===== src/rtl/ilk_pkg.sv =====
package ilk_pkg;

  typedef enum logic [1:0] {
    ILK_NORMAL  = 2'b00,
    ILK_SUSPECT = 2'b01,
    ILK_TRIPPED = 2'b10
  } ilk_state_e;

endpackage


===== src/rtl/ilk_rst_sync.sv =====
module ilk_rst_sync #(
  parameter int STAGES = 2
) (
  input  logic clk,
  input  logic rst_n,
  output logic rst_sync_n
);

  logic [STAGES-1:0] chain_q;

  always_ff @(posedge clk or negedge rst_n) begin
    if (!rst_n) begin
      chain_q <= '0;
    end else begin
      chain_q <= {chain_q[STAGES-2:0], 1'b1};
    end
  end

  assign rst_sync_n = chain_q[STAGES-1];

endmodule


===== src/rtl/ilk_fault_merge.sv =====
module ilk_fault_merge #(
  parameter int N_VIOL = 4,
  parameter int N_EXT  = 12
) (
  input  logic [N_VIOL-1:0] viol_i,
  input  logic [N_EXT-1:0]  ext_ilk_i,
  input  logic              temp_near_i,
  input  logic              inten_near_i,
  output logic              viol_any,
  output logic              ext_any,
  output logic              near_any
);

  // Running OR chains, one stage per input bit
  logic [N_VIOL:0] viol_chain;
  logic [N_EXT:0]  ext_chain;

  assign viol_chain[0] = 1'b0;
  assign ext_chain[0]  = 1'b0;

  for (genvar gv = 0; gv < N_VIOL; gv++) begin : g_viol
    assign viol_chain[gv+1] = viol_chain[gv] | viol_i[gv];
  end

  for (genvar ge = 0; ge < N_EXT; ge++) begin : g_ext
    assign ext_chain[ge+1] = ext_chain[ge] | ext_ilk_i[ge];
  end

  assign viol_any = viol_chain[N_VIOL];
  assign ext_any  = ext_chain[N_EXT];
  assign near_any = temp_near_i | inten_near_i;

endmodule


===== src/rtl/ilk_decide_fsm.sv =====
module ilk_decide_fsm
  import ilk_pkg::*;
(
  input  logic       clk,
  input  logic       rst_n,
  input  logic       viol_any,
  input  logic       ext_any,
  input  logic       near_any,
  input  logic       mp_end_i,
  input  logic       clear_i,
  output ilk_state_e state_q,
  output ilk_state_e state_d
);

  // window_q: set once the pulse holding the first violation has ended
  logic window_q, window_d;
  logic upd_en;

  always_comb begin
    state_d  = state_q;
    window_d = window_q;
    if (ext_any) begin
      state_d  = ILK_TRIPPED;
      window_d = 1'b0;
    end else begin
      unique case (state_q)
        ILK_NORMAL: begin
          window_d = 1'b0;
          if (viol_any) begin
            if (near_any) begin
              state_d = ILK_TRIPPED;
            end else begin
              state_d  = ILK_SUSPECT;
              window_d = mp_end_i;
            end
          end
        end
        ILK_SUSPECT: begin
          if (near_any) begin
            state_d  = ILK_TRIPPED;
            window_d = 1'b0;
          end else if (window_q) begin
            if (viol_any) begin
              state_d  = ILK_TRIPPED;
              window_d = 1'b0;
            end else if (mp_end_i) begin
              state_d  = ILK_NORMAL;
              window_d = 1'b0;
            end
          end else if (mp_end_i) begin
            window_d = 1'b1;
          end
        end
        ILK_TRIPPED: begin
          window_d = 1'b0;
          if (clear_i && !viol_any) begin
            state_d = ILK_NORMAL;
          end
        end
        default: begin
          state_d  = ILK_TRIPPED;
          window_d = 1'b0;
        end
      endcase
    end
  end

  assign upd_en = (state_d != state_q) || (window_d != window_q);

  always_ff @(posedge clk or negedge rst_n) begin
    if (!rst_n) begin
      state_q  <= ILK_NORMAL;
      window_q <= 1'b0;
    end else if (upd_en) begin
      state_q  <= state_d;
      window_q <= window_d;
    end
  end

endmodule


===== src/rtl/ilk_fanout.sv =====
module ilk_fanout #(
  parameter int N_COPY = 8
) (
  input  logic              clk,
  input  logic              rst_n,
  input  logic              trip_d,
  output logic              ilk_o,
  output logic [N_COPY-1:0] copy_o
);

  always_ff @(posedge clk or negedge rst_n) begin
    if (!rst_n) begin
      ilk_o <= 1'b0;
    end else begin
      ilk_o <= trip_d;
    end
  end

  // One flop per copy so each external line has its own driver
  for (genvar gc = 0; gc < N_COPY; gc++) begin : g_copy
    always_ff @(posedge clk or negedge rst_n) begin
      if (!rst_n) begin
        copy_o[gc] <= 1'b0;
      end else begin
        copy_o[gc] <= trip_d;
      end
    end
  end

endmodule


===== src/rtl/beam_ilk_arbiter.sv =====
module beam_ilk_arbiter
  import ilk_pkg::*;
#(
  parameter int N_VIOL    = 4,
  parameter int N_EXT     = 12,
  parameter int N_COPY    = 8,
  parameter int RST_STAGE = 2
) (
  input  logic              clk,
  input  logic              rst_n,
  input  logic [N_VIOL-1:0] viol_i,
  input  logic              temp_near_i,
  input  logic              inten_near_i,
  input  logic              mp_end_i,
  input  logic [N_EXT-1:0]  ext_ilk_i,
  input  logic              clear_i,
  output logic              ilk_o,
  output logic [N_COPY-1:0] ilk_copy_o,
  output logic [1:0]        status_o
);

  logic       rst_sync_n;
  logic       viol_any, ext_any, near_any;
  ilk_state_e state_q, state_d;
  logic       trip_d;

  ilk_rst_sync #(.STAGES(RST_STAGE)) u_rst (
    .clk        (clk),
    .rst_n      (rst_n),
    .rst_sync_n (rst_sync_n)
  );

  ilk_fault_merge #(.N_VIOL(N_VIOL), .N_EXT(N_EXT)) u_merge (
    .viol_i       (viol_i),
    .ext_ilk_i    (ext_ilk_i),
    .temp_near_i  (temp_near_i),
    .inten_near_i (inten_near_i),
    .viol_any     (viol_any),
    .ext_any      (ext_any),
    .near_any     (near_any)
  );

  ilk_decide_fsm u_fsm (
    .clk      (clk),
    .rst_n    (rst_sync_n),
    .viol_any (viol_any),
    .ext_any  (ext_any),
    .near_any (near_any),
    .mp_end_i (mp_end_i),
    .clear_i  (clear_i),
    .state_q  (state_q),
    .state_d  (state_d)
  );

  assign trip_d = (state_d == ILK_TRIPPED);

  ilk_fanout #(.N_COPY(N_COPY)) u_fan (
    .clk    (clk),
    .rst_n  (rst_sync_n),
    .trip_d (trip_d),
    .ilk_o  (ilk_o),
    .copy_o (ilk_copy_o)
  );

  assign status_o = state_q;

endmodule


===== config.mk =====
export PLATFORM = sky130hd
export DESIGN_NAME = beam_ilk_arbiter
export DESIGN_NICKNAME = d
export VERILOG_FILES = /design/src/rtl/ilk_pkg.sv /design/src/rtl/ilk_rst_sync.sv /design/src/rtl/ilk_fault_merge.sv /design/src/rtl/ilk_decide_fsm.sv /design/src/rtl/ilk_fanout.sv /design/src/rtl/beam_ilk_arbiter.sv
export SDC_FILE = /design/constraint.sdc
export NUM_CORES = 1
export LEC_CHECK = 0
export BUFFER_PORTS_ARGS = -buffer_cell sky130_fd_sc_hd__buf_4
export CAP_MARGIN = 10
export CORE_AREA = 2 2 39 41
export DETAILED_ROUTE_END_ITERATION = 8
export DIE_AREA = 0 0 41 43
export GPL_ROUTABILITY_DRIVEN = 0
export SKIP_CTS_REPAIR_TIMING = 1
export SLEW_MARGIN = 20
export SYNTH_ARGS = -nofsm -noshare
export SYNTH_HDL_FRONTEND = slang
export SYNTH_HIERARCHICAL = 1
export SYNTH_SLANG_ARGS = --single-unit

===== constraint.sdc =====
create_clock -name clk -period 1.3 [get_ports clk]
set_input_delay 0.195 -clock clk [delete_from_list [all_inputs] [get_ports clk]]
set_output_delay 0.195 -clock clk [all_outputs]
set_load 0.02 [all_outputs]

Word level (Yosys, flattened, before mapping)

Cells that the tools add are included.

Logic and storage cells: 46
Bits of input ports: 22
Output and inout port bits: 11
Flip-flop bits (word level): 6

Reductions and logical operators: 4
Mux-type cells: 18
Bitwise operators: 15
Equal/unequal tests: 5

Operators with widths:

| operator                                       | count |
|---|---|
| two-way mux 2 bit                              | 8 |
| OR 1 bit                                       | 15 |
| two-way mux 1 bit                              | 8 |
| one-hot mux 2 bit (3 select lines)             | 1 |
| == test 2 bit (second input constant)          | 2 |
| == test 2 x 1 -> 1 bit (second input constant) | 1 |
| zero test 2 bit                                | 1 |
| != test 2 bit                                  | 1 |
| one-hot mux 1 bit (2 select lines)             | 1 |
| logical AND 1 bit                              | 1 |
| zero test 1 bit                                | 1 |
| logical OR 1 bit                               | 1 |
| != test 1 bit                                  | 1 |

Depth between registers and ports, before layout

Gate-level depths: netlist of the first run.

Depth in word-level cells: 14
Depth in mapped cells: 5

By module

Netlist of the first run, hierarchy kept.

Modules (own cells, without submodules):

| module           | seq. area each (sq um) | cells an instance | area each (sq um) | times used |
|---|---|---|---|---|
| ilk_decide_fsm   | 75.1                   | 21                | 191.4             | 1 |
| ilk_fanout       | 25.0                   | 9                 | 85.1              | 1 |
| ilk_rst_sync     | 50.0                   | 3                 | 53.8              | 1 |
| ilk_fault_merge  | 0.0                    | 6                 | 37.5              | 1 |
| beam_ilk_arbiter | 0.0                    | 1                 | 13.8              | 1 |

Worst setup path before layout of the first run

Ideal clock, no wire load.

Kind: input to register
From: in viol_i[1]
To: reg u_fan.copy_o[1]
Setup time: 0.134 ns
Cell stages on the path: 5
Arrival: 1.431 ns
Buffers on the path: 0
Required time: 1.166 ns
Setup slack: -0.265 ns
Cell sequence: or4_1 o21ai_0 a21oi_1 nor4_1 nor2b_4

Word-level cells in the longest chain between the ends: 9
Elaborated cells between the ends (all ways): 13
Those cells by class: 1 x eq/ne; 7 x mux; 3 x bitwise; 2 x reduce/logical

RTL lines:

| what                                                   | line                                       | text |
|---|---|---|
| start: declaration                                     | beam_ilk_arbiter.sv:11                     | `input logic [N_VIOL-1:0] viol_i,` |
| OR 1 bit (*) (3 in series)                             | ilk_fault_merge.sv:22                      | `assign viol_chain[gv+1] = viol_chain[gv] \| viol_i[gv];` |
| two-way mux 2 bit or zero test 1 bit (tied branches)   | ilk_decide_fsm.sv:43, ilk_decide_fsm.sv:56 |  |
| two-way mux 2 bit or logical AND 1 bit (tied branches) | ilk_decide_fsm.sv:42, ilk_decide_fsm.sv:56 |  |
| two-way mux 2 bit, on equally long branches            | ilk_decide_fsm.sv:39, ilk_decide_fsm.sv:56 |  |
| one-hot mux 2 bit (3 select lines) (*)                 | ilk_decide_fsm.sv:26                       | `unique case (state_q)` |
| two-way mux 2 bit (*)                                  | ilk_decide_fsm.sv:22                       | `if (ext_any) begin` |
| via state_d[0]                                         | beam_ilk_arbiter.sv:24                     | `ilk_state_e state_q, state_d;` |
| == test 2 bit (*)                                      | beam_ilk_arbiter.sv:55                     | `assign trip_d = (state_d == ILK_TRIPPED);` |
| via trip_d                                             | beam_ilk_arbiter.sv:25                     | `logic trip_d;` |
| end signal: indexed assignment                         | ilk_fanout.sv:25                           | `copy_o[gc] <= trip_d;` |
| end: declaration                                       | ilk_fanout.sv:8                            | `output logic [N_COPY-1:0] copy_o` |

The timed path passes the listed nets; every way through them passes the cells marked *.
A chain may end at the register's enable or synchronous reset.

Worst setup path after layout of the first run

From: in viol_i[3]
To: reg u_fsm.state_q[0]

Word-level cells in the longest chain between the ends: 8
Elaborated cells between the ends (all ways): 19
Those cells by class: 2 x eq/ne; 13 x mux; 1 x bitwise; 3 x reduce/logical

RTL lines:

| what                                                                                     | line                   | text |
|---|---|---|
| OR 1 bit (*)                                                                             | ilk_fault_merge.sv:22  |  |
| via viol_any                                                                             | beam_ilk_arbiter.sv:23 | `logic viol_any, ext_any, near_any;` |
| two-way mux 2 bit, or another cell as far along                                          | ilk_decide_fsm.sv:43   | `if (viol_any) begin` |
| two-way mux 2 bit, or another cell as far along                                          | ilk_decide_fsm.sv:42   | `end else if (window_q) begin` |
| two-way mux 2 bit, or another cell as far along                                          | ilk_decide_fsm.sv:39   | `if (near_any) begin` |
| one-hot mux 2 bit (3 select lines) or one-hot mux 1 bit (2 select lines) (tied branches) | ilk_decide_fsm.sv:26   |  |
| two-way mux 2 bit or two-way mux 1 bit (tied branches)                                   | ilk_decide_fsm.sv:22   |  |
| != test 2 bit or != test 1 bit (tied branches)                                           | ilk_decide_fsm.sv:68   | `assign upd_en = (state_d != state_q) \|\| (window_d != window_q);` |
| logical OR 1 bit                                                                         | ilk_decide_fsm.sv:68   |  |
| end signal: assignment                                                                   | ilk_decide_fsm.sv:75   | `state_q <= state_d;` |
| end: declaration                                                                         | ilk_decide_fsm.sv:11   | `output ilk_state_e state_q,` |

Marks and branches as above.

==> results of run 1 <==
[layout make-up]
type / count / area [µm²] / share of cell area [%]
clock buffers: 3 / 22.52 / 3.273
multi-input cells: 25 / 211.5 / 30.73
well taps: 16 / 20.02 / 2.909
repair buffers: 36 / 280.3 / 40.73
flip-flops and latches: 6 / 150.1 / 21.82
inverters: 1 / 3.754 / 0.5455
[cells by family after synthesis]
| logic type | count (synthesis) | share of synthesized area, % |
|---|---|---|
| AOI/OAI and AO/OA | 10 | 17.70 |
| DFF | 6 | 39.34 |
| buffers and inverters | 9 | 16.72 |
| other | 1 | 0.9827 |
| and+or+nand+nor | 14 | 25.25 |
[how the worst max path moves through the flow]
stage	end	from	cells after the start	slack (ns)
3_5_place_dp	u_fan/copy_o[1]$_DFF_PN0_	viol_i[1]	6	-0.29
2_1_floorplan	u_fan/copy_o[1]$_DFF_PN0_	viol_i[1]	5	-0.11
5_1_grt	u_fan/copy_o[1]$_DFF_PN0_	viol_i[3]	6	-0.04
3_3_place_gp	u_fan/copy_o[1]$_DFF_PN0_	viol_i[1]	6	-0.27
4_1_cts	u_fan/copy_o[1]$_DFF_PN0_	viol_i[1]	6	-0.03
6_report	u_fsm/state_q[0]$_DFFE_PN0P_	viol_i[3]	6	0.02
[state kept, by name, indices dropped and copies added (netlist names)]
register and count:
u_fan/copy_o 1, u_fsm/state_q 2, u_fsm/window_q 1, u_rst/chain_q 2
[routing by layer]
layer	share of wire, %	up-vias	track usage, %
met2	55	21	20.00
met5	0	-	0
li1	-	200	-
met4	0	0	2.000
met1	35	195	11.04
met3	9.4	0	4.712
[cell usage in the layout (no fill, tap or decap), drive strengths merged, types with 3 or more instances in the layout]
cell type,Yosys,final
a21oi,4,4
buf,8,35
clkbuf,0,3
dfrtp,6,6
nor2b,3,3
nor4,5,5
o21ai,3,3
[worst max-delay path: cells and delay by family]
kind | cells | cell delay, ns
simple gates | 3 | 0.78
buf+inv | 2 | 0.23
compound gates | 1 | 0.18
[power breakdown]
part           leakage [nW]  total (mW)  switching (mW)  internal (mW)
Clock                0.0138       0.165          0.0606          0.104
Combinational         0.218      0.0761          0.0225         0.0536
Sequential           0.0688       0.193         0.00256          0.191
==> results.json, run 1 <==
{
  "die-area_um2": 1763,
  "cp.required_ns": 1.41,
  "ant_nets": 0,
  "reg2reg_from": "u_fsm/state_q[1]$_DFFE_PN0P_",
  "grt_pass1_vias": 337,
  "fmax_mhz": 779.1,
  "rsz0062_at_grt": "true",
  "htreeDepth": 1,
  "start_util_pct": 27.58,
  "slowest_stage": "or4_4",
  "dpl-instance-area_um2": 614.3,
  "final_cells": 87,
  "cts_tree": "built",
  "ys.flop_type": "dfrtp_1",
  "synthDistinctLibCells": 19,
  "clock-sinks": 6,
  "drc": 0,
  "hp-class": "flip-flop to async pin",
  "nets": 95,
  "place_inst": 83,
  "core-area_um2": 1384,
  "crit_chain": "buf_6, or4_4, nor2b_2, a21oi_2, buf_4, nor4_1",
  "synth_area_leader_cell": "dfrtp_1",
  "wl_um": 966,
  "insertion_delay_ns": 0.24,
  "cp_max_fo": 5,
  "cp-end-kind": "flip-flop",
  "vias": 416,
  "grt.overflow.total": 0,
  "timing.final.hold_violations": 0,
  "maxCapViolCount": 0,
  "place_ws_ns": -0.2852,
  "drtIter0Drc": 2,
  "yosysWarnings": 6,
  "critical_path_class": "primary input to flip-flop",
  "dp_hpwl_um": 779.8,
  "synth_common_cells": "8 x buf_4, 6 x dfrtp_1, 5 x nor4_1",
  "dr.pass1.iters": 2,
  "syn_area_per_cell_um2": 9.540,
  "synth_edf_count": 0,
  "ys_seq_elements": 6,
  "netlist_instances": 40,
  "vdd_ir_drop_max_v": 0.0004768,
  "ys_seq_area_share_pct": 39.34,
  "clock_skew_ns": 0.004755,
  "via_per_inst": 4.782,
  "hold_ws_ns": 0.05189,
  "synth_area_leaders": "dfrtp_1 39%, buf_4 16%, nor4_1 8.2%, a21oi_1 5.2%, o21ai_0 3.9%",
  "synth_top_cell_area_share_pct": 39.34,
  "grt_pass1_wl_um": 1304,
  "die_w_um": 41,
  "track_usage_pct": 11.08,
  "antenna_found_initial": 0,
  "p_leak_nw": 0.3006,
  "outcome": "complete, no violations",
  "synth_area_um2": 381.6,
  "power_mw": 0.4340,
  "setup_viol": 0,
  "startpoint_type": "primary input",
  "finalSetupTns_ns": 0,
  "cts-root-buf": "clkbuf_4",
  "io_pins": 33,
  "drive_gt1_share_pct": 71.83,
  "slowest_delay_ns": 0.56,
  "period_share_pct": 98.73,
  "cts_buffers": 3,
  "r2r_cells": 4,
  "syn_nets": 62,
  "portBuffers": 32,
  "drv_slew": 0,
  "die_height_um": 43,
  "area_delta_synth_final_pct": 80.33,
  "avgRoutedWirePerCell_um": 11.10,
  "fillers": 143,
  "layout_setup_ws_ns": 0.01652,
  "powerDensity_nw_per_um2": 630.6,
  "postLayoutCellArea_um2": 688.2,
  "r2r_slack_ns": 0.07,
  "yosysMostFrequentCell": "buf_4",
  "rows": 14,
  "grt_max_degree": 10,
  "synthArstFlopShare_pct": 100.0,
  "arrival_ns": 1.39,
  "layout_min_cycle_time_ns": 1.283,
  "diodes": 0,
  "timing.rr.end": "u_fan/copy_o[1]$_DFF_PN0_",
  "fin_util_pct": 49.73,
  "clkSlewWorstSetupHoldPaths_ns": 0.04,
  "cts_buffer_depth": 2
}
Note: power is estimated with default switching activity, not from simulation.
==> run 2: changes to the inputs <==
--- a/config.mk
+++ b/config.mk
@@ -11,6 +11,7 @@
 export DETAILED_ROUTE_END_ITERATION = 8
 export DIE_AREA = 0 0 41 43
 export GPL_ROUTABILITY_DRIVEN = 0
+export PLACE_DENSITY = 0.61
 export SKIP_CTS_REPAIR_TIMING = 1
 export SLEW_MARGIN = 20
 export SYNTH_ARGS = -nofsm -noshare
==> constraint.sdc (replaced) <==
create_clock -name clk -period 1.6 [get_ports clk]
set_input_delay 0.24 -clock clk [delete_from_list [all_inputs] [get_ports clk]]
set_output_delay 0.24 -clock clk [all_outputs]
set_load 0.02 [all_outputs]
==> results.json, run 2 (synthesized netlist as in run 1, its figures left out) <==
{
  "largest_registers": "u_fsm/state_q: 2 flops, u_rst/chain_q: 2 flops",
  "critical_path_class": "primary input to flip-flop",
  "final_cells": 85,
  "rows": 14,
  "fin_util_pct": 45.39,
  "cts-root-buf": "clkbuf_4",
  "clock_skew_ns": 0.005883,
  "cts_buffer_depth": 2,
  "drv_slew": 0,
  "layout_min_cycle_time_ns": 1.416,
  "hp-class": "flip-flop to async pin",
  "grt_pass1_vias": 344,
  "track_usage_pct": 10.69,
  "final_common_cell": "buf_4",
  "diodes": 0,
  "ant_nets": 0,
  "powerDensity_nw_per_um2": 551.9,
  "vdd_ir_drop_max_v": 0.0005576,
  "r2r_slack_ns": 0.43,
  "core-area_um2": 1384,
  "fmax_mhz": 706.3,
  "grt.overflow.total": 0,
  "cp_max_fo": 5,
  "place_inst": 81,
  "cp.required_ns": 1.73,
  "cts_tree": "built",
  "grt_max_degree": 10,
  "drc": 0,
  "via_per_inst": 4.694,
  "dp_hpwl_um": 732.2,
  "maxCapViolCount": 0,
  "drive_gt1_share_pct": 60.87,
  "insertion_delay_ns": 0.24,
  "fillers": 143,
  "final_cell_mix": "33 x buf_4, 6 x dfrtp_1, 4 x a21oi_1, 4 x nor4_1",
  "avgRoutedWirePerCell_um": 9.600,
  "nets": 93,
  "antenna_found_initial": 0,
  "die_w_um": 41,
  "cts_buffers": 3,
  "start_util_pct": 27.58,
  "portBuffers": 32,
  "cp-end-kind": "flip-flop",
  "wl_um": 816,
  "setup_viol": 0,
  "clock-sinks": 6,
  "rsz0062_at_grt": "false",
  "die_height_um": 43,
  "drtIter0Drc": 11,
  "io_pins": 33,
  "period_share_pct": 88.50,
  "htreeDepth": 1,
  "die-area_um2": 1763,
  "clkSlewWorstSetupHoldPaths_ns": 0.05,
  "p_leak_nw": 0.2866,
  "area_delta_synth_final_pct": 64.59,
  "timing.final.hold_violations": 0,
  "grt_pass1_wl_um": 1242,
  "arrival_ns": 1.55,
  "dr.pass1.iters": 4,
  "vias": 399,
  "startpoint_type": "primary input",
  "outcome": "complete, no violations"
}
[run 2: final timing paths]
| kind | depth (start not counted) | start | end |
|---|---|---|---|
| setup / recovery | 6 | viol_i[1] | u_fsm/state_q[0]$_DFFE_PN0P_ |
| hold / removal | 0 | u_rst/chain_q[1]$_DFF_PN0_ | u_fsm/state_q[1]$_DFFE_PN0P_ |
| setup reg to reg | 4 | u_fsm/state_q[1]$_DFFE_PN0P_ | u_fsm/state_q[0]$_DFFE_PN0P_ |
| hold reg to reg | 0 | u_rst/chain_q[1]$_DFF_PN0_ | u_fsm/state_q[1]$_DFFE_PN0P_ |
| max in group asynchronous | 2 | rst_n | u_rst/chain_q[0]$_DFF_PN0_ |
| min in group clk | 3 | mp_end_i | u_fsm/window_q$_DFFE_PN0P_ |
[run 2: final cells by class]
cell class                      count  area (µm²)  share of cell area [%]
Sequential cell                     6       150.1                   23.90
Tap cell                           16       20.02                   3.187
Clock buffer                        3       22.52                   3.586
Multi-Input combinational cell     25       173.9                   27.69
Timing Repair Buffer               34       257.7                   41.04
Inverter                            1       3.754                  0.5976
[run 2: worst max-delay path, cell delays in order]
cell	delay, ns
buf_4	0.10
or4_1	0.59
o21ai_0	0.19
a21oi_1	0.11
buf_4	0.14
nor4_1	0.17
[run 2: stage by stage]
step	hold WS, ns	instance area, µm²	setup TNS (ns)	setup WS, ns	total power [mW]
final	0.05030	628.1	0	0.1841	0.3467
after CTS	-0.2292	618.1	0	0.1573	0.3504
after global placement	0.02360	595.6	-0.1701	-0.08228	0.2108
after detailed placement	0.02383	595.6	-0.2186	-0.08632	0.2115
after floorplan	-0.05559	387.9	0	0.09465	0.1686
after global routing	0.07355	628.1	0	0.07513	0.3673
[run 2: layer usage]
layer	GRT usage, %	wire (µm)
met5	0	0
met1	9.772	254
met2	19.06	442
met3	4.712	118
met4	4.000	0
[run 2: where the power goes]
group	internal, mW	total [mW]	switching (mW)
Combinational	0.0391	0.0533	0.0142
Clock	0.0847	0.136	0.0517
Sequential	0.155	0.157	0.00206
